$ cat src/rtl/txr_pkg.sv
package txr_pkg;
  typedef enum logic [2:0] {
    S_IDLE,
    S_RD_D0,
    S_RD_D1,
    S_RD_BUF,
    S_EMIT,
    S_FLUSH,
    S_WB
  } txr_state_e;

  // Flag positions inside the first descriptor word
  localparam int FLAG_READY = 31;
  localparam int FLAG_WRAP  = 29;
  localparam int FLAG_LAST  = 27;
  localparam int DESC_BYTES = 8;
endpackage

$ cat src/rtl/txr_ring_ptr.sv
module txr_ring_ptr import txr_pkg::*; #(
  parameter int ADDR_W = 32
) (
  input  logic              clk,
  input  logic              rst_n,
  input  logic              base_wr,
  input  logic [ADDR_W-1:0] base_data,
  input  logic              step,
  input  logic              step_wrap,
  output logic [ADDR_W-1:0] cur_addr
);
  logic [ADDR_W-1:0] base_q, base_n;
  logic [ADDR_W-1:0] cur_q, cur_n;

  always_comb begin
    base_n = base_q;
    cur_n  = cur_q;
    if (base_wr) begin
      base_n = base_data & ~ADDR_W'(3);
      cur_n  = base_data & ~ADDR_W'(3);
    end else if (step) begin
      cur_n = step_wrap ? base_q : cur_q + ADDR_W'(DESC_BYTES);
    end
  end

  always_ff @(posedge clk or negedge rst_n) begin
    if (!rst_n) begin
      base_q <= '0;
      cur_q  <= '0;
    end else begin
      base_q <= base_n;
      cur_q  <= cur_n;
    end
  end

  assign cur_addr = cur_q;
endmodule

$ cat src/rtl/txr_clip.sv
module txr_clip #(
  parameter int LEN_W     = 16,
  parameter int FSZ_W     = 12,
  parameter int MAX_FRAME = 2048
) (
  input  logic [FSZ_W-1:0] fsize,
  input  logic [LEN_W-1:0] req_len,
  output logic [LEN_W-1:0] eff_len,
  output logic             trunc
);
  localparam int RW = LEN_W + 1;
  logic [RW-1:0] room;

  always_comb begin
    room    = RW'(MAX_FRAME) - RW'(fsize);
    trunc   = {1'b0, req_len} > room;
    eff_len = trunc ? room[LEN_W-1:0] : req_len;
  end
endmodule

$ cat src/rtl/txr_byte_out.sv
module txr_byte_out (
  input  logic       clk,
  input  logic       rst_n,
  input  logic       push,
  input  logic [7:0] push_byte,
  input  logic       flush,
  input  logic       out_ready,
  output logic       take,
  output logic       flush_done,
  output logic       out_valid,
  output logic [7:0] out_data,
  output logic       out_last
);
  logic       pend_v_q, pend_v_n;
  logic [7:0] pend_b_q, pend_b_n;

  // One byte is held back so the end marker can be attached at frame end
  always_comb begin
    take       = push && (!pend_v_q || out_ready);
    flush_done = flush && (!pend_v_q || out_ready);
    pend_v_n   = pend_v_q;
    pend_b_n   = pend_b_q;
    if (take) begin
      pend_v_n = 1'b1;
      pend_b_n = push_byte;
    end else if (flush_done) begin
      pend_v_n = 1'b0;
    end
  end

  always_ff @(posedge clk or negedge rst_n) begin
    if (!rst_n) begin
      pend_v_q <= 1'b0;
      pend_b_q <= '0;
    end else begin
      pend_v_q <= pend_v_n;
      if (take) pend_b_q <= pend_b_n;
    end
  end

  assign out_valid = pend_v_q && (push || flush);
  assign out_data  = pend_b_q;
  assign out_last  = flush;

  assert_out_hold_R9: assert property (@(posedge clk) disable iff (!rst_n)
    out_valid && !out_ready |=> out_valid && $stable(out_data) && $stable(out_last));

  assert_push_flush_excl_R5: assert property (@(posedge clk) disable iff (!rst_n)
    !(push && flush));
endmodule

$ cat src/rtl/txring_engine.sv
module txring_engine import txr_pkg::*; #(
  parameter int ADDR_W    = 32,
  parameter int LEN_W     = 16,
  parameter int MAX_FRAME = 2048
) (
  input  logic              clk,
  input  logic              rst_n,
  input  logic              cfg_enable,
  input  logic              tx_kick,
  input  logic              ring_base_wr,
  input  logic [ADDR_W-1:0] ring_base_data,
  output logic              mem_req,
  output logic              mem_we,
  output logic [ADDR_W-1:0] mem_addr,
  output logic [31:0]       mem_wdata,
  input  logic              mem_gnt,
  input  logic [31:0]       mem_rdata,
  output logic              out_valid,
  output logic [7:0]        out_data,
  output logic              out_last,
  input  logic              out_ready,
  output logic              evt_buf,
  output logic              evt_frame,
  output logic              evt_babble,
  output logic              busy
);
  localparam int FSZ_W = $clog2(MAX_FRAME + 1);

  txr_state_e        state_q, state_n;
  logic [31:0]       word0_q, word0_n;
  logic [31:0]       bufw_q, bufw_n;
  logic [ADDR_W-1:0] baddr_q, baddr_n;
  logic [LEN_W-1:0]  rem_q, rem_n;
  logic [FSZ_W-1:0]  fsize_q, fsize_n;
  logic              trunc_q, trunc_n;

  logic [ADDR_W-1:0] cur_addr;
  logic              step;
  logic [LEN_W-1:0]  clip_len;
  logic              clip_trunc;
  logic              push, flush, take, flush_done;
  logic [7:0]        cur_byte;
  logic              is_last;

  txr_ring_ptr #(.ADDR_W(ADDR_W)) u_ptr (
    .clk       (clk),
    .rst_n     (rst_n),
    .base_wr   (ring_base_wr),
    .base_data (ring_base_data),
    .step      (step),
    .step_wrap (word0_q[FLAG_WRAP]),
    .cur_addr  (cur_addr)
  );

  txr_clip #(.LEN_W(LEN_W), .FSZ_W(FSZ_W), .MAX_FRAME(MAX_FRAME)) u_clip (
    .fsize   (fsize_q),
    .req_len (mem_rdata[LEN_W-1:0]),
    .eff_len (clip_len),
    .trunc   (clip_trunc)
  );

  txr_byte_out u_out (
    .clk        (clk),
    .rst_n      (rst_n),
    .push       (push),
    .push_byte  (cur_byte),
    .flush      (flush),
    .out_ready  (out_ready),
    .take       (take),
    .flush_done (flush_done),
    .out_valid  (out_valid),
    .out_data   (out_data),
    .out_last   (out_last)
  );

  assign is_last  = word0_q[FLAG_LAST];
  assign cur_byte = bufw_q[{baddr_q[1:0], 3'b000} +: 8];

  always_comb begin
    state_n = state_q;
    word0_n = word0_q;
    bufw_n  = bufw_q;
    baddr_n = baddr_q;
    rem_n   = rem_q;
    fsize_n = fsize_q;
    trunc_n = trunc_q;
    step    = 1'b0;
    push    = 1'b0;
    flush   = 1'b0;
    case (state_q)
      S_IDLE: if (tx_kick && cfg_enable) state_n = S_RD_D0;
      S_RD_D0: if (mem_gnt) begin
        if (!mem_rdata[FLAG_READY]) begin
          state_n = S_IDLE;
        end else begin
          word0_n = mem_rdata;
          rem_n   = clip_len;
          trunc_n = clip_trunc;
          fsize_n = fsize_q + FSZ_W'(clip_len);
          state_n = S_RD_D1;
        end
      end
      S_RD_D1: if (mem_gnt) begin
        baddr_n = mem_rdata[ADDR_W-1:0];
        if (rem_q == '0) state_n = is_last ? S_FLUSH : S_WB;
        else             state_n = S_RD_BUF;
      end
      S_RD_BUF: if (mem_gnt) begin
        bufw_n  = mem_rdata;
        state_n = S_EMIT;
      end
      S_EMIT: begin
        push = 1'b1;
        if (take) begin
          baddr_n = baddr_q + ADDR_W'(1);
          rem_n   = rem_q - LEN_W'(1);
          if (rem_q == LEN_W'(1))          state_n = is_last ? S_FLUSH : S_WB;
          else if (baddr_q[1:0] == 2'b11)  state_n = S_RD_BUF;
        end
      end
      S_FLUSH: begin
        flush = 1'b1;
        if (flush_done) state_n = S_WB;
      end
      S_WB: if (mem_gnt) begin
        step    = 1'b1;
        if (is_last) fsize_n = '0;
        state_n = S_RD_D0;
      end
      default: state_n = S_IDLE;
    endcase
  end

  always_ff @(posedge clk or negedge rst_n) begin
    if (!rst_n) begin
      state_q <= S_IDLE;
      word0_q <= '0;
      bufw_q  <= '0;
      baddr_q <= '0;
      rem_q   <= '0;
      fsize_q <= '0;
      trunc_q <= 1'b0;
    end else begin
      state_q <= state_n;
      word0_q <= word0_n;
      bufw_q  <= bufw_n;
      baddr_q <= baddr_n;
      rem_q   <= rem_n;
      fsize_q <= fsize_n;
      trunc_q <= trunc_n;
    end
  end

  always_comb begin
    mem_req  = 1'b0;
    mem_we   = 1'b0;
    mem_addr = cur_addr;
    case (state_q)
      S_RD_D0:  mem_req = 1'b1;
      S_RD_D1: begin mem_req = 1'b1; mem_addr = cur_addr + ADDR_W'(4); end
      S_RD_BUF: begin mem_req = 1'b1; mem_addr = {baddr_q[ADDR_W-1:2], 2'b00}; end
      S_WB:    begin mem_req = 1'b1; mem_we = 1'b1; end
      default: ;
    endcase
  end

  assign mem_wdata  = {1'b0, word0_q[30:0]};
  assign evt_buf    = (state_q == S_WB) && mem_gnt;
  assign evt_frame  = evt_buf && is_last;
  assign evt_babble = evt_buf && trunc_q;
  assign busy       = (state_q != S_IDLE);

  assert_req_hold_R9: assert property (@(posedge clk) disable iff (!rst_n)
    mem_req && !mem_gnt |=> mem_req && $stable(mem_addr) && $stable(mem_we) && $stable(mem_wdata));

  assert_kick_ignored_R1: assert property (@(posedge clk) disable iff (!rst_n)
    !busy && !cfg_enable |=> !busy);

  assert_stop_not_ready_R3: assert property (@(posedge clk) disable iff (!rst_n)
    state_q == S_RD_D0 && mem_gnt && !mem_rdata[FLAG_READY] |=> !busy && !mem_req);

  assert_frame_bound_R6: assert property (@(posedge clk) disable iff (!rst_n)
    fsize_q <= FSZ_W'(MAX_FRAME));

  assert_end_then_wb_R5: assert property (@(posedge clk) disable iff (!rst_n)
    out_valid && out_ready && out_last |=> mem_req && mem_we);
endmodule

$ cat config.mk
export PLATFORM = sky130hd
export DESIGN_NAME = txring_engine
export DESIGN_NICKNAME = d
export VERILOG_FILES = /design/src/rtl/txr_pkg.sv /design/src/rtl/txr_ring_ptr.sv /design/src/rtl/txr_clip.sv /design/src/rtl/txr_byte_out.sv /design/src/rtl/txring_engine.sv
export SDC_FILE = /design/constraint.sdc
export NUM_CORES = 1
export LEC_CHECK = 0
export ABC_AREA = 1
export BUFFER_PORTS_ARGS = -buffer_cell sky130_fd_sc_hd__buf_2
export CAP_MARGIN = 10
export CORE_MARGIN = 2
export CORE_UTILIZATION = 54
export CTS_CLUSTER_DIAMETER = 80
export CTS_CLUSTER_SIZE = 40
export DETAILED_ROUTE_END_ITERATION = 10
export HOLD_SLACK_MARGIN = 0.03
export PLACE_DENSITY_LB_ADDON = 0.15
export SETUP_SLACK_MARGIN = 0.5
export SLEW_MARGIN = 40
export SYNTH_ARGS = -nofsm -noshare
export SYNTH_HDL_FRONTEND = slang
export SYNTH_SLANG_ARGS = --single-unit
$ cat constraint.sdc
create_clock -name clk -period 4.9 [get_ports clk]
set_input_delay 0 -clock clk [delete_from_list [all_inputs] [get_ports clk]]
set_output_delay 0 -clock clk [all_outputs]
set_load 0.05 [all_outputs]
==> results of run 1 <==
-- final cells by class --
class	count	area, sq um
Timing Repair Buffer	230	1543
Fill cell	2099	8212
Clock inverter	15	217.7
Inverter	218	828.3
Tap cell	319	399.1
Clock buffer	17	425.4
Multi-Input combinational cell	1249	6731
Sequential cell	196	4906
-- worst max-delay path, delay by kind of cell (launching register included) --
family	cells	cell delay (ns)
buffers and inverters	5	0.50
DFF	1	0.44
and+or+nand+nor	16	1.78
AOI/OAI and AO/OA	3	0.44
adders and majority gates	3	0.83
-- cells by family (layout without fill, tap and decap cells) --
logic type | Yosys count | count (layout) | share of synthesized area [%]
simple gates | 715 | 718 | 24.78
compound gates | 444 | 444 | 19.88
buf+inv | 296 | 480 | 9.742
flops | 196 | 196 | 38.65
xor+xnor | 48 | 48 | 3.313
fa+ha+maj | 36 | 36 | 3.609
other cells | 1 | 3 | 0.02955
-- placed cells by master, fill, tap and decap left out, types with 26 or more instances in the layout --
cell / instances
nand2_1: 402
dfrtp_1: 195
inv_1: 193
o21ai_0: 169
buf_2: 144
nor2_1: 112
nand3_1: 95
a21oi_1: 90
o21ai_1: 72
dlygate4sd3_1: 65
xor2_1: 39
o211ai_1: 34
ha_1: 30
nor3_1: 26
-- final timing paths --
kind / start / to
worst max register to register: fsize_q[0]$_DFFE_PN0P_ / fsize_q[11]$_DFFE_PN0P_
min in group clk: cfg_enable / state_q[1]$_DFFE_PN0P_
worst max-delay path: fsize_q[0]$_DFFE_PN0P_ / fsize_q[11]$_DFFE_PN0P_
worst min-delay path: rst_n / word0_q[28]$_DFFE_PN0P_
worst min register to register: u_ptr.base_q[24]$_DFFE_PN0P_ / u_ptr.base_q[24]$_DFFE_PN0P_
max in group asynchronous: rst_n / fsize_q[0]$_DFFE_PN0P_
-- power breakdown --
group          switching, mW  leakage [nW]  internal [mW]
Sequential             0.618          2.39           2.24
Combinational           4.10          4.55           1.71
Clock                  0.801         0.308          0.718
Total                   5.52          7.24           4.66
-- stage by stage --
stage | area (sq um) | total power, mW | cells | hold WS [ns] | util [%]
3_5_place_dp | 13490 | 8.304 | 2133 | 0.02574 | 58.01
4_1_cts | 14810 | 9.895 | 2230 | 0.1131 | 63.66
3_3_place_gp | 13490 | 8.227 | 2133 | 0.02098 | 57.98
2_1_floorplan | 12700 | 6.932 | 1738 | -0.2956 | -
6_report | 15050 | 10.18 | 2244 | 0.09216 | 64.70
5_1_grt | 15050 | 10.88 | 2244 | 0.1422 | 64.70
-- state kept, by name, indices dropped and copies added, names as in the netlist --
signal / count
u_out.out_data: 8
bufw_q: 32
u_out.pend_v_q: 1
trunc_q: 1
u_ptr.cur_addr: 30
word0_q: 31
u_ptr.base_q: 30
fsize_q: 12
rem_q: 16
baddr_q: 32
state_q: 3
-- routing by layer --
layer	GRT usage, %	wire length, um
met5	0	0
met1	46.32	17750
met3	3.304	2487
met2	54.83	19250
met4	10.39	1186
-- repair_timing --
action | in CTS | in global routing
hold buffers | 65 | 0
setup buffers | 0 | 11
endpoints found under the setup margin | 4 | 9
endpoints found under the hold margin | 207 | 0
gates cloned | 0 | 3
resized for setup | 4 | 30
pin swaps | 0 | 9
-- synthesized netlist by cell type, drive strengths merged (2+ instances only) --
cell type / count / area (sq um)
nor2: 139 / 636.9
clkbuf: 37 / 140.1
nand2: 411 / 1587
o21ai: 252 / 1299
xor2: 39 / 341.6
nand3: 100 / 515.5
nor3: 31 / 181.4
o21bai: 4 / 30.03
dfrtp: 196 / 4905
a21boi: 2 / 15.01
o22ai: 20 / 150.1
ha: 35 / 437.9
o221ai: 11 / 96.34
a22oi: 2 / 15.01
a21oi: 92 / 464.2
a31oi: 15 / 93.84
or2: 4 / 25.02
buf: 41 / 270.3
nand4: 20 / 125.1
o211ai: 34 / 255.2
o31ai: 3 / 27.52
nor3b: 3 / 22.52
inv: 217 / 822.0
a32oi: 2 / 17.52
xnor2: 9 / 78.83
nor4: 6 / 43.79
==> out/qor.txt, run 1 <==
status -> finished clean
Hold Path Class -> in -> async
required time of the critical path -> 5.23 ns
Core Region -> 23260 sq um
CP Max Fanout -> 7
Via density -> 5.659
Iter 0 DRT Violations -> 1416
Fin. Hold Viols -> 0
1st-pass router iterations -> 6
RSZ-0062 raised after global routing -> no
clk buf depth -> 2
Final Net Count -> 2019
R2R setup slack -> 0.79 ns
Setup WS post-layout -> 0.7877 ns
Mapped Cells -> 1736
YS warnings -> 0
first-pass GRT wire length -> 63700 um
root buffer cell -> clkbuf_16
Clock transition at path regs -> 0.09 ns
DR WL/cell -> 18.13 um
sinks on the clock net -> 196
PD cells -> 676.4 nW/um^2
sequential share of the synthesized area -> 38.65%
Critical Path AT -> 4.45 ns
kind of critical path -> reg -> reg
Post-Route WL -> 40680 um
Max IR drop VDD -> 0.3876 mV
initial antenna violation count -> 1
Tcrit/Tclk final -> 83.92%
Reg2Reg Depth -> 27
Most used DFF post-synth -> dfrtp_1
grt total ovfl -> 0
area grow syn2layout -> 18.61%
synthesized flop and latch total -> 196
post-route setup TNS -> 0 ns
H-tree lvl count -> 4
final slew viol count -> 0
critical path's largest stage delay -> 0.44 ns
Mean Syn Cell Area -> 7.310 sq um
hpwl dp -> 29400 um
CTS tree -> done
async set-reset flop share out of synthesis -> 100.0%
Horiz. Die Dim -> 157.3 um
# rows -> 56
Initial Utilization -> 54.55%
Worst-Skew Late Latency -> 0.45 ns
Final GP Congestion -> 1.029
leakage -> 7.241 nW
Vias -> 12700
Setup Skew -> 0.01639 ns
DP Worst Slack -> 0.1794 ns
largest net degree at the start of global routing -> 73
ant diodes -> 0
fraction of layout cells with a size suffix above 1 -> 15.74%
Slew HR -> 45.91%
fmax -> 0.2432 GHz
Ports -> 151
Max Cap Viol -> 0
IO buf count -> 145
crit path max-delay cell type -> dfrtp_2
Post-synth EDFFs -> 0
DRC -> 0
Netlist cell types -> 59
setup-violating endpoint count in the final report -> 0
Cell Area, Synth -> 12690 sq um
Worst Setup End Kind -> register
type of origin of the critical path -> register
vias in the first global route -> 11780
total track usage -> 33.23%
worst slew pin tran -> 0.8105 ns
Num CTS Buffers -> 17
Die Area -> 24740 sq um
Chip Height -> 157.3 um
remaining antenna violation count after routing -> 0
Top cell by count, worst path -> nand2_1
fin crit period -> 4.112 ns
No activity file was read; power rests on OpenSTA's default activity.
==> inputs of run 2 (changes only) <==
--- a/config.mk
+++ b/config.mk
@@ -5,7 +5,7 @@
 export SDC_FILE = /design/constraint.sdc
 export NUM_CORES = 1
 export LEC_CHECK = 0
-export ABC_AREA = 1
+export ABC_AREA = 0
 export BUFFER_PORTS_ARGS = -buffer_cell sky130_fd_sc_hd__buf_2
 export CAP_MARGIN = 10
 export CORE_MARGIN = 2
==> constraint.sdc (replaced) <==
create_clock -name clk -period 4 [get_ports clk]
set_input_delay 0 -clock clk [delete_from_list [all_inputs] [get_ports clk]]
set_output_delay 0 -clock clk [all_outputs]
set_load 0.05 [all_outputs]
==> run 2 against run 1 <==
  * The flow now finishes with violations (negative setup slack)
  * Sequential share of layout area fell by 1.7 points
  * Sequential cell count did not move
  * Total power rose by 29%
  * Register-to-register slack got worse by 2.1 ns
  * Count of clock-buffer cells in the layout did not move
  * First-iteration DRC count fell by 32%
  * Clock skew rose by 0.0056 ns
  * Critical path depth fell by 7
  * Synthesized area fell by 6.0%
==> out/qor.txt, run 2 <==
status -> finished, violations left
failing checks -> negative setup slack
Final GP Congestion -> 0.9898
Worst Setup End Kind -> register
critical path's largest stage delay -> 0.51 ns
largest net degree at the start of global routing -> 60
Fin. Hold Viols -> 0
FF/Latch Area -> 4907 sq um
leakage -> 7.081 nW
PD cells -> 829.8 nW/um^2
Tcrit/Tclk final -> 133.1%
total track usage -> 34.25%
Slew HR -> 47.52%
sinks on the clock net -> 196
Vias -> 12460
Post-Layout Cell Count -> 2060
DRC -> 0
required time of the critical path -> 4.33 ns
Die Area -> 23300 sq um
setup-violating endpoint count in the final report -> 18
hpwl dp -> 26810 um
most used standard cell by instance count after synthesis -> nand2_1
Clock Power Share -> 14.5%
crit path max-delay cell type -> or4b_4
Top Registers -> baddr_q: 32 flops, bufw_q: 32 flops, word0_q: 31 flops
clk buf depth -> 2
fin crit period -> 5.324 ns
worst slew pin tran -> 0.7872 ns
fmax -> 0.1878 GHz
switching power -> 6.218 mW
placed cell count -> 1906
sequential share of the synthesized area -> 41.11%
Chip Height -> 152.6 um
Hold Path Class -> in -> reg
Design Area, Final -> 15880 sq um
commonest cells after routing, fill and taps aside -> 225 x nand2_1, 194 x dfrtp_1, 153 x o21ai_0, 144 x a21oi_1, 143 x buf_2
placed cell areas -> 13560 sq um
Final Net Count -> 1873
Num CTS Buffers -> 17
area grow syn2layout -> 33.06%
Cell Area, Synth -> 11930 sq um
Post-synth EDFFs -> 0
1st-pass router iterations -> 6
Clock transition at path regs -> 0.09 ns
Initial Utilization -> 54.84%
Mean Syn Cell Area -> 8.133 sq um
first-pass GRT wire length -> 64110 um
root buffer cell -> clkbuf_16
Via density -> 6.050
Setup WS post-layout -> -1.324 ns
ranking of synthesized cells by area -> dfrtp_1 41%, o21ai_0 7.9%, nand2_1 7.2%
post-route setup TNS -> -9.739 ns
switching portion of total power -> 47.20%
Core Region -> 21760 sq um
Gate power share -> 59.6%
YS warnings -> 0
Reg2Reg Depth -> 20
type of origin of the critical path -> register
CTS tree -> done
initial antenna violation count -> 2
DR WL/cell -> 19.72 um
# rows -> 54
async set-reset flop share out of synthesis -> 100.0%
Worst-Skew Late Latency -> 0.47 ns
hold slack final -> 0.03047 ns
crit-path cells -> or3_4, or4_4, buf_6, o21ai_4, ha_4, a211oi_4, or4b_4, o31ai_4, or2_4, buf_6, o21ai_4, ha_4, or3_4, a221o_1, nand2_2, o2111ai_2, o211ai_1, o211ai_4, and2_4, a211o_1
Setup Skew -> 0.02200 ns
R2R setup slack -> -1.32 ns
Max Cap Viol -> 0
Netlist cell types -> 70
kind of critical path -> reg -> reg
r2r startpoint -> fsize_q[7]$_DFFE_PN0P_
final slew viol count -> 0
fraction of layout cells with a size suffix above 1 -> 27.21%
vias in the first global route -> 12000
Ports -> 151
hold-critical path depth -> 3
multi-input logic area -> 6925 sq um
Mapped Cells -> 1467
Iter 0 DRT Violations -> 960
share of the synthesized area in the top cell type -> 41.11%
commonest non-fill, non-tap cell in the layout -> nand2_1
fillers -> 1634
Critical Path AT -> 5.66 ns
Largest delay share family, worst path -> simple AND/OR/NAND/NOR gates
remaining antenna violation count after routing -> 0
IO buf count -> 145
CP Max Fanout -> 6
Most used DFF post-synth -> dfrtp_1
Max IR drop VDD -> 0.3988 mV
synthesized flop and latch total -> 196
Horiz. Die Dim -> 152.6 um
DP Worst Slack -> -1.341 ns
RSZ-0062 raised after global routing -> yes
Int Power -> 6.956 mW
most instantiated cells after synthesis -> 228 x nand2_1, 196 x dfrtp_1, 188 x o21ai_0
min-delay src -> ring_base_wr
grt total ovfl -> 0
Seq pwr share -> 25.9%
Post-Route WL -> 40610 um
largest area contributor in the netlist -> dfrtp_1
r2r endpoint -> fsize_q[11]$_DFFE_PN0P_
H-tree lvl count -> 4
WP buf/inv -> 2
hold endpoint -> u_ptr.cur_addr[5]$_DFFE_PN0P_
-- run 2: cell types whose count changed after synthesis, sizes merged, moves of 25 or more --
cell	delta
nand2	-183
inv	-156
a21oi	+65
o21ai	-59
nand3	-49
clkbuf	+46
mux2	+40
o211ai	-30
xor2	-29
buf	-25
-- run 2: power groups by stage --
stage	sequential, mW	clock, mW	combinational [mW]
after floorplan	3.78	0	3.70
after global placement	3.39	0	6.06
after detailed placement	3.41	0	6.15
after CTS	3.38	1.92	7.08
after global routing	3.52	2.01	8.40
final	3.41	1.91	7.85
-- run 2: worst reg2reg max path: stages (launching register included) --
cell and delay, ns:
dfrtp_1 0.40, or3_4 0.40, or4_4 0.47, buf_6 0.15, o21ai_4 0.22, ha_4 0.26
a211oi_4 0.25, or4b_4 0.51, o31ai_4 0.24, or2_4 0.24, buf_6 0.13, o21ai_4 0.07
ha_4 0.18, or3_4 0.37, a221o_1 0.34, nand2_2 0.12, o2111ai_2 0.11, o211ai_1 0.21
o211ai_4 0.13, and2_4 0.18, a211o_1 0.25
-- run 2: routing by layer --
metal / wire (um) / part of all wire (%) / GRT usage (%)
met5: 34 / 0.084 / 0
met4: 1689 / 4.2 / 15.17
met3: 2899 / 7.1 / 6.342
met2: 19310 / 48 / 55.95
met1: 16680 / 41 / 44.72
-- run 2: worst max path at each step --
stage          slack (ns)  depth (start not counted)                       to              startpoint
2_1_floorplan       -1.17                         25  fsize_q[10]$_DFFE_PN0P_  fsize_q[7]$_DFFE_PN0P_
3_3_place_gp        -1.25                         22  fsize_q[10]$_DFFE_PN0P_  fsize_q[7]$_DFFE_PN0P_
3_5_place_dp        -1.34                         20  fsize_q[11]$_DFFE_PN0P_  fsize_q[7]$_DFFE_PN0P_
4_1_cts             -1.09                         22  fsize_q[11]$_DFFE_PN0P_  fsize_q[7]$_DFFE_PN0P_
5_1_grt             -1.46                         21  fsize_q[11]$_DFFE_PN0P_  fsize_q[4]$_DFFE_PN0P_
6_report            -1.32                         20  fsize_q[11]$_DFFE_PN0P_  fsize_q[7]$_DFFE_PN0P_
-- run 2: what timing repair did --
item | CTS | global route
buffers inserted | 46 | 10
endpoints found under the hold margin | 247 | 0
gates resized for setup | 81 | 54
hold buffers | 65 | 0
pin swaps | 38 | 24
setup endpoints to repair | 29 | 29
-- run 2: cells by family after synthesis --
kind of cell               after synthesis  share of synthesized area (%)
and+or+nand+nor                        528                          20.07
AOI/OAI and AO/OA                      477                          22.80
xor gates and xnor gates                16                          1.174
DFF                                    196                          41.11
muxes                                   52                          5.621
other                                    1                        0.03143
buffers and inverters                  161                          5.359
adders and majority gates               36                          3.838
-- run 2: area by class of cell --
| class | count | share of cell area [%] |
|---|---|---|
| Antenna cell | 1 | 0.01576 |
| Clock buffer | 17 | 2.679 |
| Clock inverter | 15 | 1.482 |
| Inverter | 62 | 1.466 |
| Multi-Input combinational cell | 1112 | 43.62 |
| Sequential cell | 196 | 30.91 |
| Tap cell | 280 | 2.207 |
| Timing Repair Buffer | 377 | 17.62 |
-- run 2: per-stage QoR --
step,total power [mW],utilization [%]
after floorplan,7.483,-
after global placement,9.443,62.18
after CTS,12.38,71.44
after global routing,13.93,72.96
final,13.17,72.98
after detailed placement,9.560,62.32
==> inputs of run 3 (changes only) <==
--- a/config.mk
+++ b/config.mk
@@ -9,7 +9,8 @@
 export BUFFER_PORTS_ARGS = -buffer_cell sky130_fd_sc_hd__buf_2
 export CAP_MARGIN = 10
 export CORE_MARGIN = 2
-export CORE_UTILIZATION = 54
+export CORE_UTILIZATION = 55
+export CTS_BUF_LIST = sky130_fd_sc_hd__clkbuf_2 sky130_fd_sc_hd__clkbuf_4 sky130_fd_sc_hd__clkbuf_8
 export CTS_CLUSTER_DIAMETER = 80
 export CTS_CLUSTER_SIZE = 40
 export DETAILED_ROUTE_END_ITERATION = 10
==> constraint.sdc (replaced) <==
create_clock -name clk -period 4.47 [get_ports clk]
set_input_delay 0 -clock clk [delete_from_list [all_inputs] [get_ports clk]]
set_output_delay 0 -clock clk [all_outputs]
set_load 0.05 [all_outputs]
==> run 3 against run 2 <==
  * The flow still finishes with violations (negative setup slack)
  * Combinational power down 20%
  * Total power down 19%
  * Utilization down 1.5 points
  * Global-route usage down 1.6 points
  * Design area down 4.8%
  * Sequential cell count unchanged
  * Sequential power down 9.4%
  * Worst setup slack better by 0.49 ns
  * Largest power group unchanged
==> out/qor.txt, run 3 (synthesis results as in run 2) <==
status -> finished, violations left
failing checks -> negative setup slack
DR WL/cell -> 18.78 um
DRC -> 0
fraction of layout cells with a size suffix above 1 -> 23.46%
DP Worst Slack -> -1.039 ns
sinks on the clock net -> 196
Num CTS Buffers -> 17
required time of the critical path -> 4.88 ns
Largest delay share family, worst path -> simple AND/OR/NAND/NOR gates
Fin. Hold Viols -> 0
root buffer cell -> clkbuf_8
type of origin of the critical path -> register
Final GP Congestion -> 0.9020
Clock Power Share -> 12.2%
Worst-Skew Late Latency -> 0.50 ns
CP Max Fanout -> 4
RSZ-0062 raised after global routing -> yes
Iter 0 DRT Violations -> 1025
Via density -> 6.072
area grow syn2layout -> 26.71%
Seq pwr share -> 29.0%
Horiz. Die Dim -> 151.3 um
CTS tree -> done
Chip Height -> 151.3 um
first-pass GRT wire length -> 58130 um
Ports -> 151
final slew viol count -> 0
fillers -> 1655
hpwl dp -> 25030 um
Vias -> 12210
kind of critical path -> reg -> reg
crit path max-delay cell type -> or4b_4
switching power -> 5.225 mW
Clock transition at path regs -> 0.13 ns
worst slew pin tran -> 0.8889 ns
Gate power share -> 58.8%
WP buf/inv -> 3
FF/Latch Area -> 4907 sq um
Critical Path AT -> 5.71 ns
fin util -> 71.47%
multi-input logic area -> 6733 sq um
Core Region -> 21150 sq um
fin crit period -> 5.300 ns
critical path's largest stage delay -> 0.54 ns
Initial Utilization -> 56.40%
fmax -> 0.1887 GHz
Hold Path Class -> in -> reg
Max IR drop VDD -> 0.2834 mV
Setup WS post-layout -> -0.8297 ns
commonest cells after routing, fill and taps aside -> 227 x nand2_1, 194 x dfrtp_1, 163 x o21ai_0, 148 x a21oi_1, 144 x buf_2
Setup Skew -> 0.02839 ns
vias in the first global route -> 11070
remaining antenna violation count after routing -> 0
total power -> 10.65 mW
Slew HR -> 40.19%
switching portion of total power -> 49.08%
1st-pass router iterations -> 6
post-route setup TNS -> -4.613 ns
Die Area -> 22890 sq um
hold slack final -> 0.1704 ns
setup-violating endpoint count in the final report -> 10
Top Registers -> baddr_q: 32 flops, bufw_q: 32 flops, word0_q: 31 flops
crit-path cells -> or3_4, or4_4, nor2_4, xor2_1, inv_1, ha_4, a211oi_2, nor2_1, or4b_4, o31ai_4, or2_4, buf_6, buf_6, o21ai_4, ha_4, or3_4, a221o_1, nand2_2, o2111ai_2, o211ai_1, o211ai_2, and2_0, a211o_1
total track usage -> 32.61%
initial antenna violation count -> 2
Int Power -> 5.422 mW
grt total ovfl -> 0
R2R setup slack -> -0.83 ns
clk buf depth -> 2
Tcrit/Tclk final -> 118.6%
commonest non-fill, non-tap cell in the layout -> nand2_1
Post-Route WL -> 37770 um
Worst Setup End Kind -> register
largest net degree at the start of global routing -> 107
PD cells -> 704.3 nW/um^2
IO buf count -> 145
leakage -> 6.719 nW
H-tree lvl count -> 4
# rows -> 53
Final Net Count -> 1829
Max Cap Viol -> 0
-- run 3: changes by cell type in the layout (fill, tap and decap cells not counted), moves of 4 or more --
cell | before | now
a21oi_1 | 144 | 148
dlygate4sd3_1 | 65 | 75
o21ai_2 | 14 | 8
o21ai_4 | 10 | 6
clkbuf_16 | 17 | 0
clkbuf_8 | 1 | 18
buf_4 | 134 | 94
buf_6 | 31 | 15
ha_4 | 7 | 2
o21ai_0 | 153 | 163
-- run 3: stage by stage --
stage	cells	instance area, sq um
finish	2011	15120
global route	2010	15120
CTS	1997	14780
detailed placement	1877	13330
global placement	1877	13330
floorplan	1469	11960
-- run 3: path summary, 6_finish.rpt --
kind	startpoint	endpoint	cells past startpoint
setup / recovery	fsize_q[7]$_DFFE_PN0P_	fsize_q[11]$_DFFE_PN0P_	23
hold / removal	mem_gnt	rem_q[8]$_DFFE_PN0P_	3
setup reg to reg	fsize_q[7]$_DFFE_PN0P_	fsize_q[11]$_DFFE_PN0P_	23
hold reg to reg	word0_q[28]$_DFFE_PN0P_	word0_q[28]$_DFFE_PN0P_	2
max in group asynchronous	rst_n	word0_q[29]$_DFFE_PN0P_	4
min in group asynchronous	rst_n	fsize_q[6]$_DFFE_PN0P_	3
-- run 3: final cells by class --
cell class	count	share of cell area, %
clock buffers	17	1.548
well taps	275	2.276
clock inverters	15	1.490
inverters	62	1.539
flip-flops and latches	196	32.46
repair buffers	333	16.14
diodes	1	0.01655
multi-input cells	1112	44.53
-- run 3: worst min-delay path, cell delays in order --
cell and delay, ns:
buf_2 0.17, o22ai_1 0.25, o21ai_1 0.20
-- run 3: what timing repair did --
| action | 4_1_cts | 5_1_grt |
|---|---|---|
| setup buffers | 14 | 11 |
| endpoints found under the setup margin | 22 | 26 |
| endpoints found under the hold margin | 248 | 2 |
| hold buffers | 74 | 1 |
| resized for setup | 41 | 55 |
| pin swaps | 11 | 28 |
-- run 3: power groups by stage --
stage | Sequential [mW] | Combinational (mW) | Clock (mW)
global placement | 3.07 | 5.25 | 0
finish | 3.09 | 6.26 | 1.30
detailed placement | 3.09 | 5.34 | 0
global route | 3.17 | 6.73 | 1.38
CTS | 3.06 | 5.70 | 1.32
floorplan | 3.38 | 3.27 | 0
-- run 3: metal layers --
metal	share of wire [%]	vias up	track usage, %
li1	-	5731	-
met1	42	5774	45.59
met2	46	604	51.54
met3	8.8	101	5.753
met4	3.2	0	10.79
met5	0	-	0
